`src/rtl/drain_arbiter.sv`:
```
module drain_arbiter #(
  parameter int DEPTH  = 16,
  parameter int HI_PCT = 75,
  parameter int LO_PCT = 25,
  parameter int TW     = 16,
  parameter int PW     = 8,
  parameter int RQW    = 5,
  localparam int QW    = $clog2(DEPTH + 1)
) (
  input  logic          clk,
  input  logic          rst,
  input  logic [QW-1:0] wq_count,
  input  logic [RQW-1:0] rq_count,
  input  logic          wr_done,
  input  logic          bus_upd,
  input  logic [TW-1:0] bus_upd_time,
  input  logic          rd_take,
  input  logic [PW-1:0] t_wtr,
  input  logic [PW-1:0] t_rp,
  input  logic [PW-1:0] t_rcd,
  input  logic [PW-1:0] t_cl,
  output logic          write_mode,
  output logic          stop_reads,
  output logic          write_en,
  output logic [TW-1:0] next_time,
  output logic [TW-1:0] bus_busy_until,
  output logic [TW-1:0] drain_count,
  output logic          hi_reached,
  output logic          read_sched,
  output logic [TW-1:0] read_at
);
  localparam int HI = DEPTH * HI_PCT / 100;
  localparam int LO = DEPTH * LO_PCT / 100;

  logic [TW-1:0] now, wr_at, lat, gap, bbu_base;
  logic [QW-1:0] post;
  logic enter, back;

  assign lat      = TW'(t_rp) + TW'(t_rcd) + TW'(t_cl);
  assign gap      = bus_busy_until - lat;
  assign next_time = (bus_busy_until > lat && gap > now) ? gap : now;
  assign post     = (wq_count == '0) ? '0 : wq_count - 1'b1;
  assign enter    = !write_mode && wq_count != '0 && wq_count >= QW'(HI);
  assign back     = write_mode && wr_done &&
                    (post == '0 || (post <= QW'(LO) && rq_count != '0));
  assign bbu_base = bus_upd ? bus_upd_time : bus_busy_until;
  assign write_en = write_mode && now >= wr_at;
  assign hi_reached = drain_count >= TW'(HI);

  always_ff @(posedge clk) begin
    if (rst) begin
      now <= '0;
      wr_at <= '0;
      write_mode <= 1'b0;
      stop_reads <= 1'b0;
      drain_count <= '0;
      bus_busy_until <= '0;
      read_sched <= 1'b0;
      read_at <= '0;
    end else begin
      now <= now + 1'b1;
      bus_busy_until <= back ? bbu_base + TW'(t_wtr) : bbu_base;
      if (enter) begin
        write_mode <= 1'b1;
        stop_reads <= 1'b1;
        wr_at <= next_time;
      end else if (back) begin
        write_mode <= 1'b0;
        stop_reads <= 1'b0;
        drain_count <= '0;
      end else if (write_mode && wr_done) begin
        drain_count <= drain_count + 1'b1;
        wr_at <= next_time;
      end
      if (rd_take) begin
        read_sched <= 1'b0;
      end else if (back && !read_sched) begin
        read_sched <= 1'b1;
        read_at <= bbu_base + TW'(t_wtr);
      end else if (read_sched && next_time < read_at) begin
        read_at <= next_time;
      end
    end
  end

  assert_enter_R2: assert property (@(posedge clk) disable iff (rst)
    enter |=> write_mode && stop_reads);
  assert_no_empty_drain_R2: assert property (@(posedge clk) disable iff (rst)
    (!write_mode && wq_count == '0) |=> !write_mode);
  assert_turnaround_R5: assert property (@(posedge clk) disable iff (rst)
    (back && !bus_upd) |=> bus_busy_until == $past(bus_busy_until) + TW'($past(t_wtr))
      && !stop_reads && drain_count == '0);
  assert_next_floor_R6: assert property (@(posedge clk) disable iff (rst)
    next_time >= now);
  assert_never_later_R9: assert property (@(posedge clk) disable iff (rst)
    (read_sched && !rd_take) |=> read_sched && read_at <= $past(read_at));
  assert_hi_keeps_R7: assert property (@(posedge clk) disable iff (rst)
    (write_mode && wr_done && !back) |=> write_mode);
endmodule

```
`config.mk`:
```
export PLATFORM = sky130hd
export DESIGN_NAME = drain_arbiter
export DESIGN_NICKNAME = d
export VERILOG_FILES = /design/src/rtl/drain_arbiter.sv
export SDC_FILE = /design/constraint.sdc
export NUM_CORES = 1
export LEC_CHECK = 0
export BUFFER_PORTS_ARGS = -buffer_cell sky130_fd_sc_hd__buf_2
export CAP_MARGIN = 15
export CORE_MARGIN = 2
export CORE_UTILIZATION = 45
export CTS_CLUSTER_SIZE = 12
export DETAILED_ROUTE_END_ITERATION = 10
export GPL_TIMING_DRIVEN = 0
export PLACE_DENSITY_LB_ADDON = 0.3
export SYNTH_ARGS = -nofsm -noshare
export SYNTH_HDL_FRONTEND = slang
export SYNTH_SLANG_ARGS = --single-unit
```
`constraint.sdc`:
```
create_clock -name clk -period 7.4 [get_ports clk]
set_input_delay 0.37 -clock clk [delete_from_list [all_inputs] [get_ports clk]]
set_output_delay 0.37 -clock clk [all_outputs]
set_load 0.01 [all_outputs]
```
== Word-level counts from Yosys, hierarchy flattened ==
Index checks and enable logic that the tools add are counted.

* Input port bits: 63
* Bits in registers: 82
* Output and inout bits: 69

* Reduce and logical (&&, ||, !) cells: 24
* Equal/unequal tests: 1
* $add $sub $neg: 7
* Mux-type cells: 13
* $lt $le $gt $ge: 7
* Bitwise operators: 2

{| class="wikitable"
|+ Operator list
! kind !! count
|-
| two-way mux 16 bit || 10
|-
| adder 16 x 1 -> 16 bit, second input constant || 2
|-
| adder 16 x 8 -> 16 bit || 1
|-
| greater-or-equal comparator 16 bit || 1
|-
| greater-or-equal comparator 16 x 4 -> 1 bit, second input constant || 1
|-
| > comparator 16 x 10 -> 1 bit || 1
|-
| > comparator 16 bit || 1
|-
| < comparator 16 bit || 1
|-
| subtractor 16 x 10 -> 16 bit || 1
|-
| adder 9 x 8 -> 10 bit || 1
|-
| zero test 5 bit || 2
|-
| nonzero test 5 bit || 2
|-
| adder 8 x 8 -> 9 bit || 1
|-
| logical AND 1 bit || 9
|-
| nonzero test 2 bit || 4
|-
| AND reduction 2 bit || 3
|-
| greater-or-equal comparator 5 x 4 -> 1 bit, second input constant || 1
|-
| <= comparator 5 x 3 -> 1 bit, second input constant || 1
|-
| two-way mux 5 bit || 1
|-
| subtractor 5 x 1 -> 5 bit, second input constant || 1
|-
| zero test 1 bit || 2
|-
| two-way mux 1 bit || 2
|-
| inequality test 2 bit, second input constant || 1
|-
| NOT 1 bit || 2
|-
| other kinds (2) || 2
|}

== Logic depth before layout (Yosys ltp) ==
Gate-level depths: netlist of the first run.

* Word-level depth: 10
* Mapped depth: 38

== Least setup slack after synthesis of the first run ==
No wires, ideal clock.

* Kind: input to register
* Start: in t_rp[1]
* End: reg read_at[13]
* Stages on the path: 37
* Path buffers: 3
* Slack: -0.356 ns
* Arrival time: 7.665 ns
* Cells stage by stage: inv_1 > fa_1 > inv_1 > ha_1 > fa_1 > a21oi_1 > nor2_1 > nor2_1 > o21bai_1 > a21oi_1 > xor2_1 > ha_1 > and4_1 > a21boi_0 > o41ai_1 > nand2_1 > xnor2_1 > ha_1 > nand4_1 > nor2_1 > a221o_1 > or3_1 > and2_1 > buf_2 > buf_6 > a21oi_1 > inv_1 > ha_1 > a21o_1 > a21o_1 > a22o_1 > a2111oi_0 > a222oi_1 > o211ai_1 > buf_2 > nor2_1 > a311oi_1

* Longest elaborated chain between the ends: 10

{| class="wikitable"
|+ RTL lines
! element !! RTL line !! RTL
|-
| start, declared || 19 || <nowiki>input logic [PW-1:0] t_rp,</nowiki>
|-
| adder 8 x 8 -> 9 bit * || 39 || <nowiki>assign lat = TW'(t_rp) + TW'(t_rcd) + TW'(t_cl);</nowiki>
|-
| adder 9 x 8 -> 10 bit * || 39 ||
|-
| subtractor 16 x 10 -> 16 bit || 40 || <nowiki>assign gap = bus_busy_until - lat;</nowiki>
|-
| > comparator 16 bit || 41 || <nowiki>assign next_time = (bus_busy_until > lat && gap > now) ? gap : now;</nowiki>
|-
| logical AND 1 bit || 41 ||
|-
| two-way mux 16 bit * || 41 ||
|-
| named net next_time[5] || 25 || <nowiki>output logic [TW-1:0] next_time,</nowiki>
|-
| < comparator 16 bit * || 80 || <nowiki>end else if (read_sched && next_time < read_at) begin</nowiki>
|-
| logical AND 1 bit * || 80 ||
|-
| nonzero test 2 bit (no source line) * || n/a ||
|-
| AND reduction 2 bit (no source line) * || n/a ||
|-
| end signal, assigned || 79 || <nowiki>read_at <= bbu_base + TW'(t_wtr);</nowiki>
|-
| end signal, assigned || 81 || <nowiki>read_at <= next_time;</nowiki>
|-
| end, declared || 30 || <nowiki>output logic [TW-1:0] read_at</nowiki>
|}

Mark *: on every way through the listed nets, which the timed path passes. The rest lies on a longest branch. The select of a mux whose other input is x is not followed.
A chain may end at the register's enable or synchronous reset.

== Worst setup path in the final report of the first run ==
* Start: in t_cl[1]
* End: reg read_at[14]

* Longest elaborated chain between the ends: 9

{| class="wikitable"
|+ RTL lines
! element !! RTL line !! RTL
|-
| start, declared || 21 || <nowiki>input logic [PW-1:0] t_cl,</nowiki>
|-
| adder 9 x 8 -> 10 bit * || 39 ||
|-
| subtractor 16 x 10 -> 16 bit || 40 ||
|-
| > comparator 16 bit || 41 ||
|-
| logical AND 1 bit || 41 ||
|-
| two-way mux 16 bit * || 41 ||
|-
| < comparator 16 bit || 80 ||
|-
| logical AND 1 bit || 80 ||
|-
| nonzero test 2 bit (no source line) || n/a ||
|-
| AND reduction 2 bit (no source line) || n/a ||
|}

Every way passes the cells marked *; elsewhere a longest branch is shown, timed or not. The select of a mux whose other input is x is not followed.

==> results.md, run 1 <==
* Register area share after synthesis at 0.250
* Worst Setup EP: read_at[14]$_SDFFE_PP0P_
* Worst Path Max Fanout at 7
* Min Hold Slack at ~230 ps
* Die X at 125 um
* Worst R2R Path Depth at 26
* Minimum clock period at 7560 ps
* H-tree depth at 3
* Peak VDD IR at 0.153 mV
* CTS tree: built
* Initial antenna violation count at 0
* Clk root buf: clkbuf_16
* GRT overflow at 0
* Cts bufs inserted at 9
* Final net count at ~1,100
* First-pass GRT wire length at 31,900 um
* Number of synthesized flops with an enable pin at 0
* Via-per-instance ratio at around 5.7
* Area contributors post-synth: dfxtp_1 25%, ha_1 15%, nor2_1 6.7%
* Final Cycle Share at 1.02
* Largest net degree at the start of global routing at 15
* Starting Density at 0.455
* Yosys warning count at 0
* Final setup margin at -165 ps
* Final setup vio count at 16
* Count leader, synth: nor2_1
* HP Class: in2reg
* Clock Sinks at 82
* CORE AREA at around 14,000 sq um
* Dpl ws at -1400 ps
* Vias in the first global route at 6,243
* Diodes inserted at 0
* Layout cells sized above 1 at 0.262
* WP data arrival at 7830 ps
* Iteration count of the initial detailed-routing pass at 7
* Clock skew at 7.85 ps
* Synthesized instance count at 831
* Rows at 44
* Cell area after synthesis at 6570 sq um
* Via count at 6,722
* Final core occ at 0.589
* Critical path's largest stage delay at 520 ps
* CP startpoint: t_cl[1]
* CP startpoint kind: primary input
* PortBufs at 130
* Area Growth Syn to Fin at 29.2%
* DRT iter0 DRCs at 599
* Pleak at 3.77 nW
* RSZ-0062 raised after global routing: true
* Kind of critical path: in2reg
* Worst r2r src: bus_busy_until[3]$_SDFF_PP0_
* Die ar. at 15,600 sq um
* Mapped Nets at 982
* Reg-to-Reg End: read_at[14]$_SDFFE_PP0P_
* Maximum buffer depth of the clock tree at 2
* Fmax at approximately 130 MHz
* WL/cell at 17.4 um
* Antenna Nets Post-Route at 0
* Slowest CP cell: fa_1
* Die Y at 125 um
* IO Pins at 132
* Drc violations at 0
* Yosys reg bits at 82
* Final Slew Violations at 0
* Crit path capture type: register
* Ys async rst share at 0
* Worst EP required at 7660 ps
* Hold violation total from the final report at 0
* Yosys top cell by area: dfxtp_1
* Met3 Use GR at 0.0520
* Later-pin clock latency in the skew report at around 350 ps
* Slew @ Worst Pin at 1110 ps
* Final GP Congestion at 0.947
* Commonest register cell after synthesis: dfxtp_1
* GR Util met2 at 0.422
* Number of max-cap violations at 0
* Post-CTS Hold Buffers at 0
* Syn_area_per_cell at 7.91 sq um
* PwrDens at 273 nW/um^2
* Yosys top cell area share at 0.250
* Failing checks: negative setup slack
* Clock transition at path regs at 60 ps
* Synth unique cells at approximately 60
* Grt peak-use layer: met2
* Status: finished with violations
* DP HPWL at 15,500 um
* Slew HR at 0.254
* GR Layer Usage met1 at 0.327
* Top cells by count, synth: 117 x nor2_1, 82 x dfxtp_1, 79 x inv_1
* Register-to-register setup slack at 1110 ps
* Routed WL at 20,600 um
* GR Util All Layers at 0.255
[registers in the layout, summed over array words and instances (netlist names)]
name            count
read_at            16
bus_busy_until     16
read_sched          1
drain_count        16
wr_at              16
now                16
stop_reads          1
[layout by cell type, fill, tap and decap left out, drive strengths merged, types with 21 or more instances in the layout]
cell,synthesis,layout
xnor2,36,36
nor2,117,117
dfxtp,82,82
nor3,21,21
clkbuf,21,31
nand2,52,52
a21oi,61,61
xor2,25,25
ha,77,77
buf,9,163
o21ai,24,24
nand3,25,25
inv,79,79
[area by class of cell]
type	count	area [sq um]
fill	1316	5930
multi-input combinational	640	4930
sequential	82	1640
timing repair buffer	156	885
inverter	79	297
tap	184	230
clock buffer	10	229
buffer	29	160
clock inverter	6	115
[critical path: cells and delay by family]
family / cells / cell delay [ps]
adder cells (fa/ha/maj): 6 / 1870
AND/OR/NAND/NOR: 10 / 1520
AO/OA/AOI/OAI: 11 / 2460
XOR/XNOR: 2 / 430
buffers and inverters: 7 / 850
multiplexers: 1 / 320
[cells by family (layout without fill, tap and decap cells)]
| family | Yosys count | after routing | synth area share |
|---|---|---|---|
| simple gates | 288 | 288 | 0.205 |
| compound gates | 176 | 176 | 0.175 |
| buf+inv | 109 | 280 | 0.0651 |
| fa+ha+maj | 88 | 88 | 0.180 |
| flops | 82 | 82 | 0.250 |
| xor+xnor | 61 | 61 | 0.0813 |
| mux | 27 | 27 | 0.0438 |
[power by group]
group	total, W	internal [W]	switching [W]
registers	0.000494	0.000471	0.0000224
clock network	0.000526	0.000331	0.000195
logic	0.00130	0.000561	0.000739
total	0.00232	0.00136	0.000956
[how the worst min path moves through the flow]
stage                            from                       to  slack (ps)  cells after the start
finish                        rd_take  read_sched$_SDFFE_PP0P_         230                      2
global route                  rd_take  read_sched$_SDFFE_PP0P_         230                      2
CTS                           rd_take  read_sched$_SDFFE_PP0P_         220                      2
detailed placement  now[0]$_SDFF_PP0_        now[0]$_SDFF_PP0_         480                      1
global placement    now[0]$_SDFF_PP0_        now[0]$_SDFF_PP0_         480                      1
floorplan           now[0]$_SDFF_PP0_        now[0]$_SDFF_PP0_         440                      1
[per-layer routing]
layer	routed length [um]	vias to the layer above
li1	-	3253
met2	9450	298
met4	609	0
met3	1730	52
met1	8810	3119
met5	0	-
[metrics by stage]
| stage | instances | power [W] | TNS (ps) | cell area (sq um) |
|---|---|---|---|---|
| floorplan | 831 | 0.00121 | -0.460 | 6590 |
| global route | 1186 | 0.00245 | -6320 | 8490 |
| global placement | 1145 | 0.00150 | -21190 | 7470 |
| finish | 1186 | 0.00232 | -1860 | 8490 |
| CTS | 1181 | 0.00221 | 0 | 8260 |
| detailed placement | 1145 | 0.00151 | -21580 | 7470 |
[what timing repair did]
item,4_1_cts,5_1_grt
setup endpoints to repair,16,16
pin swaps,25,43
buffers inserted,18,5
gates cloned,3,0
gates resized for setup,63,45
(Power assumes the default switching activity.)
==> run 2, diff against run 1 <==
CELL_PAD_IN_SITES_DETAIL_PLACEMENT = 1   (was unset)
CELL_PAD_IN_SITES_GLOBAL_PLACEMENT = 1   (was unset)
CORE_UTILIZATION = 37   (was 45)
==> results.md, run 2 (same netlist as run 1, synthesis figures left out) <==
* Routed WL at 25,400 um
* WL/cell at 20.5 um
* Clock Sinks at 82
* Worst Path Max Fanout at 7
* Hold violation total from the final report at 0
* Via-per-instance ratio at 5.60
* Antenna Nets Post-Route at 0
* Int Power at 0.00135 W
* Commonest non-fill, non-tap cells in the layout: 131 x buf_2, 107 x nor2_1, 82 x dfxtp_1, 75 x inv_1, 69 x ha_1
* Peak VDD IR at 0.215 mV
* HP Start: rd_take
* Clock skew at 8.12 ps
* Fmax at between 100 and 150 MHz
* Critical path's largest stage delay at between 500 and 600 ps
* Slowest CP cell: fa_1
* Failing checks: negative setup slack
* Layout cells sized above 1 at 0.269
* Final Cycle Share at 1.02
* Slew HR at 0.299
* GRT overflow at 0
* Initial antenna violation count at 0
* Final GP Congestion at 0.912
* Min Hold Slack at 235 ps
* Final setup vio count at 16
* IO Pins at around 130
* Vias in the first global route at 6,765
* Diodes inserted at 0
* Die ar. at 18,800 sq um
* Number of max-cap violations at 0
* Final std cells w/o fill at 1,238
* Clock transition at path regs at 70 ps
* PortBufs at 130
* Rows at between 40 and 50
* Via count at 6,937
* Combinational Power Share at 0.597
* Status: finished with violations
* DP HPWL at ~18,000 um
* Post-CTS Hold Buffers at 0
* HP Class: in2reg
* PwrDens at 280 nW/um^2
* WP data arrival at between 7000 and 8000 ps
* Final Slew Violations at 0
* Later-pin clock latency in the skew report at 360 ps
* Drc violations at 0
* Worst R2R Path Depth at 29
* Worst r2r src: bus_busy_until[0]$_SDFF_PP0_
* Clock share of power at 0.197
* Minimum clock period at 7580 ps
* CTS tree: built
* CORE AREA at roughly 17,000 sq um
* Dpl ws at -1470 ps
* H-tree depth at 3
* RSZ-0062 raised after global routing: true
* GR Util All Layers at 0.258
* Maximum buffer depth of the clock tree at 2
* Iteration count of the initial detailed-routing pass at 4
* Pleak at 3.80 nW
* DRT iter0 DRCs at 380
* Slew @ Worst Pin at ~1000 ps
* Psw at 0.00106 W
* Register-to-register setup slack at 1050 ps
* Hold Path Sink: read_sched$_SDFFE_PP0P_
* Kind of critical path: in2reg
* Most common cell after layout, fill and taps aside: buf_2
* Crit path capture type: register
* First-pass GRT wire length at 36,800 um
* Die Y at between 100 and 150 um
* Worst EP required at 7660 ps
* Die X at 137 um
* Sequential share of power at 0.206
* Post-Place Cells at 1,186
* Clk root buf: clkbuf_16
* Cts bufs inserted at 9
* Starting Density at 0.379
* Fill cells at between 2,000 and 2,500
* Final net count at about 1,200
* Most frequent CP cell: nor2_1
* Final setup margin at -181 ps
* CP startpoint kind: primary input
* Reg-to-Reg End: read_at[14]$_SDFFE_PP0P_
* Area Growth Syn to Fin at 30.7%
* Hold Path Cell Cnt at 2
* Switch share at 0.441
* Largest net degree at the start of global routing at 16
## run 2: changes by cell type in the layout (fill, tap and decap cells not counted), moves of 3 or more
cell,previous run,this run
nor2_4,5,1
buf_4,24,35
nor2_2,3,9
clkinvlp_4,1,4
## run 2: per-layer routing
layer | GRT usage | vias to the layer above | wire length [um]
met5 | 0 | - | 0
met4 | 0.113 | 0 | 1160
met3 | 0.0508 | 70 | 1300
met2 | 0.431 | 238 | 12200
met1 | 0.323 | 3373 | 10700
li1 | - | 3256 | -
## run 2: critical path, delay by kind of cell
family	cells	cell delay, ps
AND/OR/NAND/NOR	10	1670
XOR/XNOR	2	380
AO/OA/AOI/OAI	13	2820
adder cells (fa/ha/maj)	6	1860
buffers and inverters	7	700
## run 2: repair_timing
item / 4_1_cts / 5_1_grt
gates resized for setup: 64 / 41
setup endpoints to repair: 16 / 16
pin swaps: 33 / 38
cloned: 2 / 1
setup buffers: 19 / 17
## run 2: how the worst max path moves through the flow
stage          cells after the start      from  slack (ps)                        to
2_1_floorplan                     37   t_rp[1]        -0.2  read_at[11]$_SDFFE_PP0P_
3_3_place_gp                      38   t_rp[1]       -1410  read_at[10]$_SDFFE_PP0P_
3_5_place_dp                      36   t_rp[1]       -1470   read_at[0]$_SDFFE_PP0P_
4_1_cts                           38   t_rp[1]           4   read_at[7]$_SDFFE_PP0P_
5_1_grt                           39  t_rcd[1]        -430  read_at[14]$_SDFFE_PP0P_
6_report                          38   t_cl[1]        -180  read_at[14]$_SDFFE_PP0P_
## run 2: power groups by stage
stage | combinational [W] | clock [W] | sequential, W
3_3_place_gp | 0.00104 | 0 | 0.000504
2_1_floorplan | 0.000706 | 0 | 0.000500
6_report | 0.00144 | 0.000475 | 0.000496
5_1_grt | 0.00154 | 0.000494 | 0.000498
4_1_cts | 0.00126 | 0.000476 | 0.000495
3_5_place_dp | 0.00106 | 0 | 0.000505
## run 2: layout make-up
class | instances | area (sq um) | share of cell area
multi-input combinational | 640 | 4920 | 0.573
sequential | 82 | 1640 | 0.191
timing repair buffer | 169 | 1000 | 0.117
inverter | 79 | 297 | 0.0345
tap | 225 | 282 | 0.0328
clock buffer | 9 | 225 | 0.0262
buffer | 27 | 144 | 0.0168
clock inverter | 7 | 77.6 | 0.00904
## run 2: stage by stage
| stage | area [sq um] | util | power (W) | setup TNS, ps |
|---|---|---|---|---|
| final | 8590 | 0.495 | 0.00241 | -1970 |
| after detailed placement | 7520 | 0.433 | 0.00156 | -22790 |
| after global placement | 7520 | 0.433 | 0.00154 | -21760 |
| after global routing | 8590 | 0.495 | 0.00254 | -5950 |
| after floorplan | 6590 | - | 0.00121 | -0.460 |
| after CTS | 8250 | 0.475 | 0.00223 | 0 |
==> run 3, diff against run 2 <==
SKIP_CTS_REPAIR_TIMING = 1   (was unset)
==> results.md, run 3 (same netlist as run 1, synthesis figures left out) <==
* Status: finished with violations
* Failing checks: negative setup slack
* Clock share of power at 0.207
* First-pass GRT wire length at 35,100 um
* Drc violations at 0
* Area Growth Syn to Fin at 27.7%
* Hold violation total from the final report at 0
* Antenna Nets Post-Route at 0
* Crit path capture type: register
* PortBufs at between 100 and 150
* Sequential share of power at 0.217
* Clk root buf: clkbuf_16
* Switch share at 0.437
* GR Util All Layers at 0.246
* Die Y at 137 um
* DRT iter0 DRCs at between 300 and 400
* Final core occ at 0.483
* Clock Sinks at 82
* IO Pins at 132
* Fmax at 131 MHz
* Via-per-instance ratio at ~5.5
* Final setup vio count at 16
* Hold Path Cell Cnt at 2
* Layout cells sized above 1 at 0.250
* Slew HR at 0.288
* CP startpoint kind: primary input
* Slowest CP cell: fa_1
* Initial antenna violation count at 0
* Pleak at around 3.7 nW
* Routed WL at 23,900 um
* Rows at 48
* WL/cell at 19.5 um
* Clock transition at path regs at 70 ps
* Largest net degree at the start of global routing at 16
* RSZ-0062 raised after global routing: true
* Hold Path Sink: read_sched$_SDFFE_PP0P_
* Commonest non-fill, non-tap cells in the layout: 132 x buf_2, 111 x nor2_1, 82 x dfxtp_1, 76 x inv_1, 74 x ha_1
* Die X at 137 um
* Via count at 6,780
* Die ar. at 18,800 sq um
* Peak VDD IR at 0.206 mV
* Worst Path Max Fanout at 7
* Number of max-cap violations at 0
* Minimum clock period at 7650 ps
* Critical path's largest stage delay at 520 ps
* Final GP Congestion at 0.912
* Vias in the first global route at 6,489
* Psw at 0.000998 W
* WP data arrival at 7870 ps
* Diodes inserted at 0
* Later-pin clock latency in the skew report at roughly 370 ps
* Fill cells at 2,138
* Maximum buffer depth of the clock tree at 2
* Iteration count of the initial detailed-routing pass at 5
* CTS tree: built
* Int Power at roughly 0.0013 W
* Worst R2R Path Depth at 27
* DP HPWL at between 15,000 and 20,000 um
* Final Slew Violations at 0
* Clock skew at 9.73 ps
* Final net count at 1,149
* H-tree depth at 3
* Worst r2r src: bus_busy_until[3]$_SDFF_PP0_
* Reg-to-Reg End: read_at[5]$_SDFFE_PP0P_
* Slew @ Worst Pin at between 1000 and 1500 ps
* Most common cell after layout, fill and taps aside: buf_2
* Starting Density at 0.379
* Min Hold Slack at 249 ps
* Cts bufs inserted at 9
* HP Class: in2reg
* Final setup margin at -248 ps
* Combinational Power Share at 0.576
* Final Cycle Share at 1.03
* CORE AREA at 17,400 sq um
* Worst EP required at 7620 ps
* GRT overflow at 0
* HP Start: rd_take
* Overall Power at 0.00228 W
* Register-to-register setup slack at 840 ps
* PwrDens at 272 nW/um^2
* Kind of critical path: in2reg
## run 3: changes by cell type in the layout (fill, tap and decap cells not counted), sizes merged
cell and change:
buf -11, clkbuf +1
## run 3: through the flow
step	std cells	cell area, sq um	TNS (ps)	setup WS (ps)
final	1228	8390	-3100	-248
after global routing	1228	8390	-8290	-568
after CTS	1202	7820	-17680	-1150
after detailed placement	1186	7520	-22790	-1470
after global placement	1186	7520	-21760	-1410
after floorplan	831	6590	-0.460	-0.231
## run 3: power by group through the flow
stage	combinational [W]	sequential (W)	clock, W
after floorplan	0.000706	0.000500	0
after global placement	0.00104	0.000504	0
after detailed placement	0.00106	0.000505	0
after CTS	0.00107	0.000495	0.000476
after global routing	0.00143	0.000498	0.000494
final	0.00131	0.000496	0.000472
## run 3: layout make-up
| type | instances | area [sq um] | area share |
|---|---|---|---|
| Buffer | 29 | 156 | 0.0186 |
| Clock buffer | 9 | 225 | 0.0268 |
| Clock inverter | 7 | 77.6 | 0.00925 |
| Inverter | 79 | 297 | 0.0354 |
| Multi-Input combinational cell | 640 | 4830 | 0.576 |
| Sequential cell | 82 | 1640 | 0.196 |
| Tap cell | 225 | 282 | 0.0336 |
| Timing Repair Buffer | 157 | 881 | 0.105 |
## run 3: metal layers
metal,routed length (um),track usage,vias to the layer above
li1,-,-,3231
met2,11400,0.407,200
met3,1130,0.0419,47
met1,10600,0.322,3302
met5,0,0,-
met4,748,0.0859,0
## run 3: worst max-delay path by stage
stage / from / end / slack (ps) / cells after the start
6_report: t_cl[1] / read_at[5]$_SDFFE_PP0P_ / -250 / 38
2_1_floorplan: t_rp[1] / read_at[11]$_SDFFE_PP0P_ / -0.2 / 37
4_1_cts: t_rp[1] / read_at[10]$_SDFFE_PP0P_ / -1150 / 38
5_1_grt: t_rp[2] / read_at[5]$_SDFFE_PP0P_ / -570 / 33
3_5_place_dp: t_rp[1] / read_at[0]$_SDFFE_PP0P_ / -1470 / 36
3_3_place_gp: t_rp[1] / read_at[10]$_SDFFE_PP0P_ / -1410 / 38
## run 3: worst max-delay path: cells and delay by family
kind                       cells  cell delay (ps)
and+or+nand+nor               11             1660
buffers and inverters          7              700
adders and majority gates      6             1920
AOI/OAI and AO/OA             14             3210
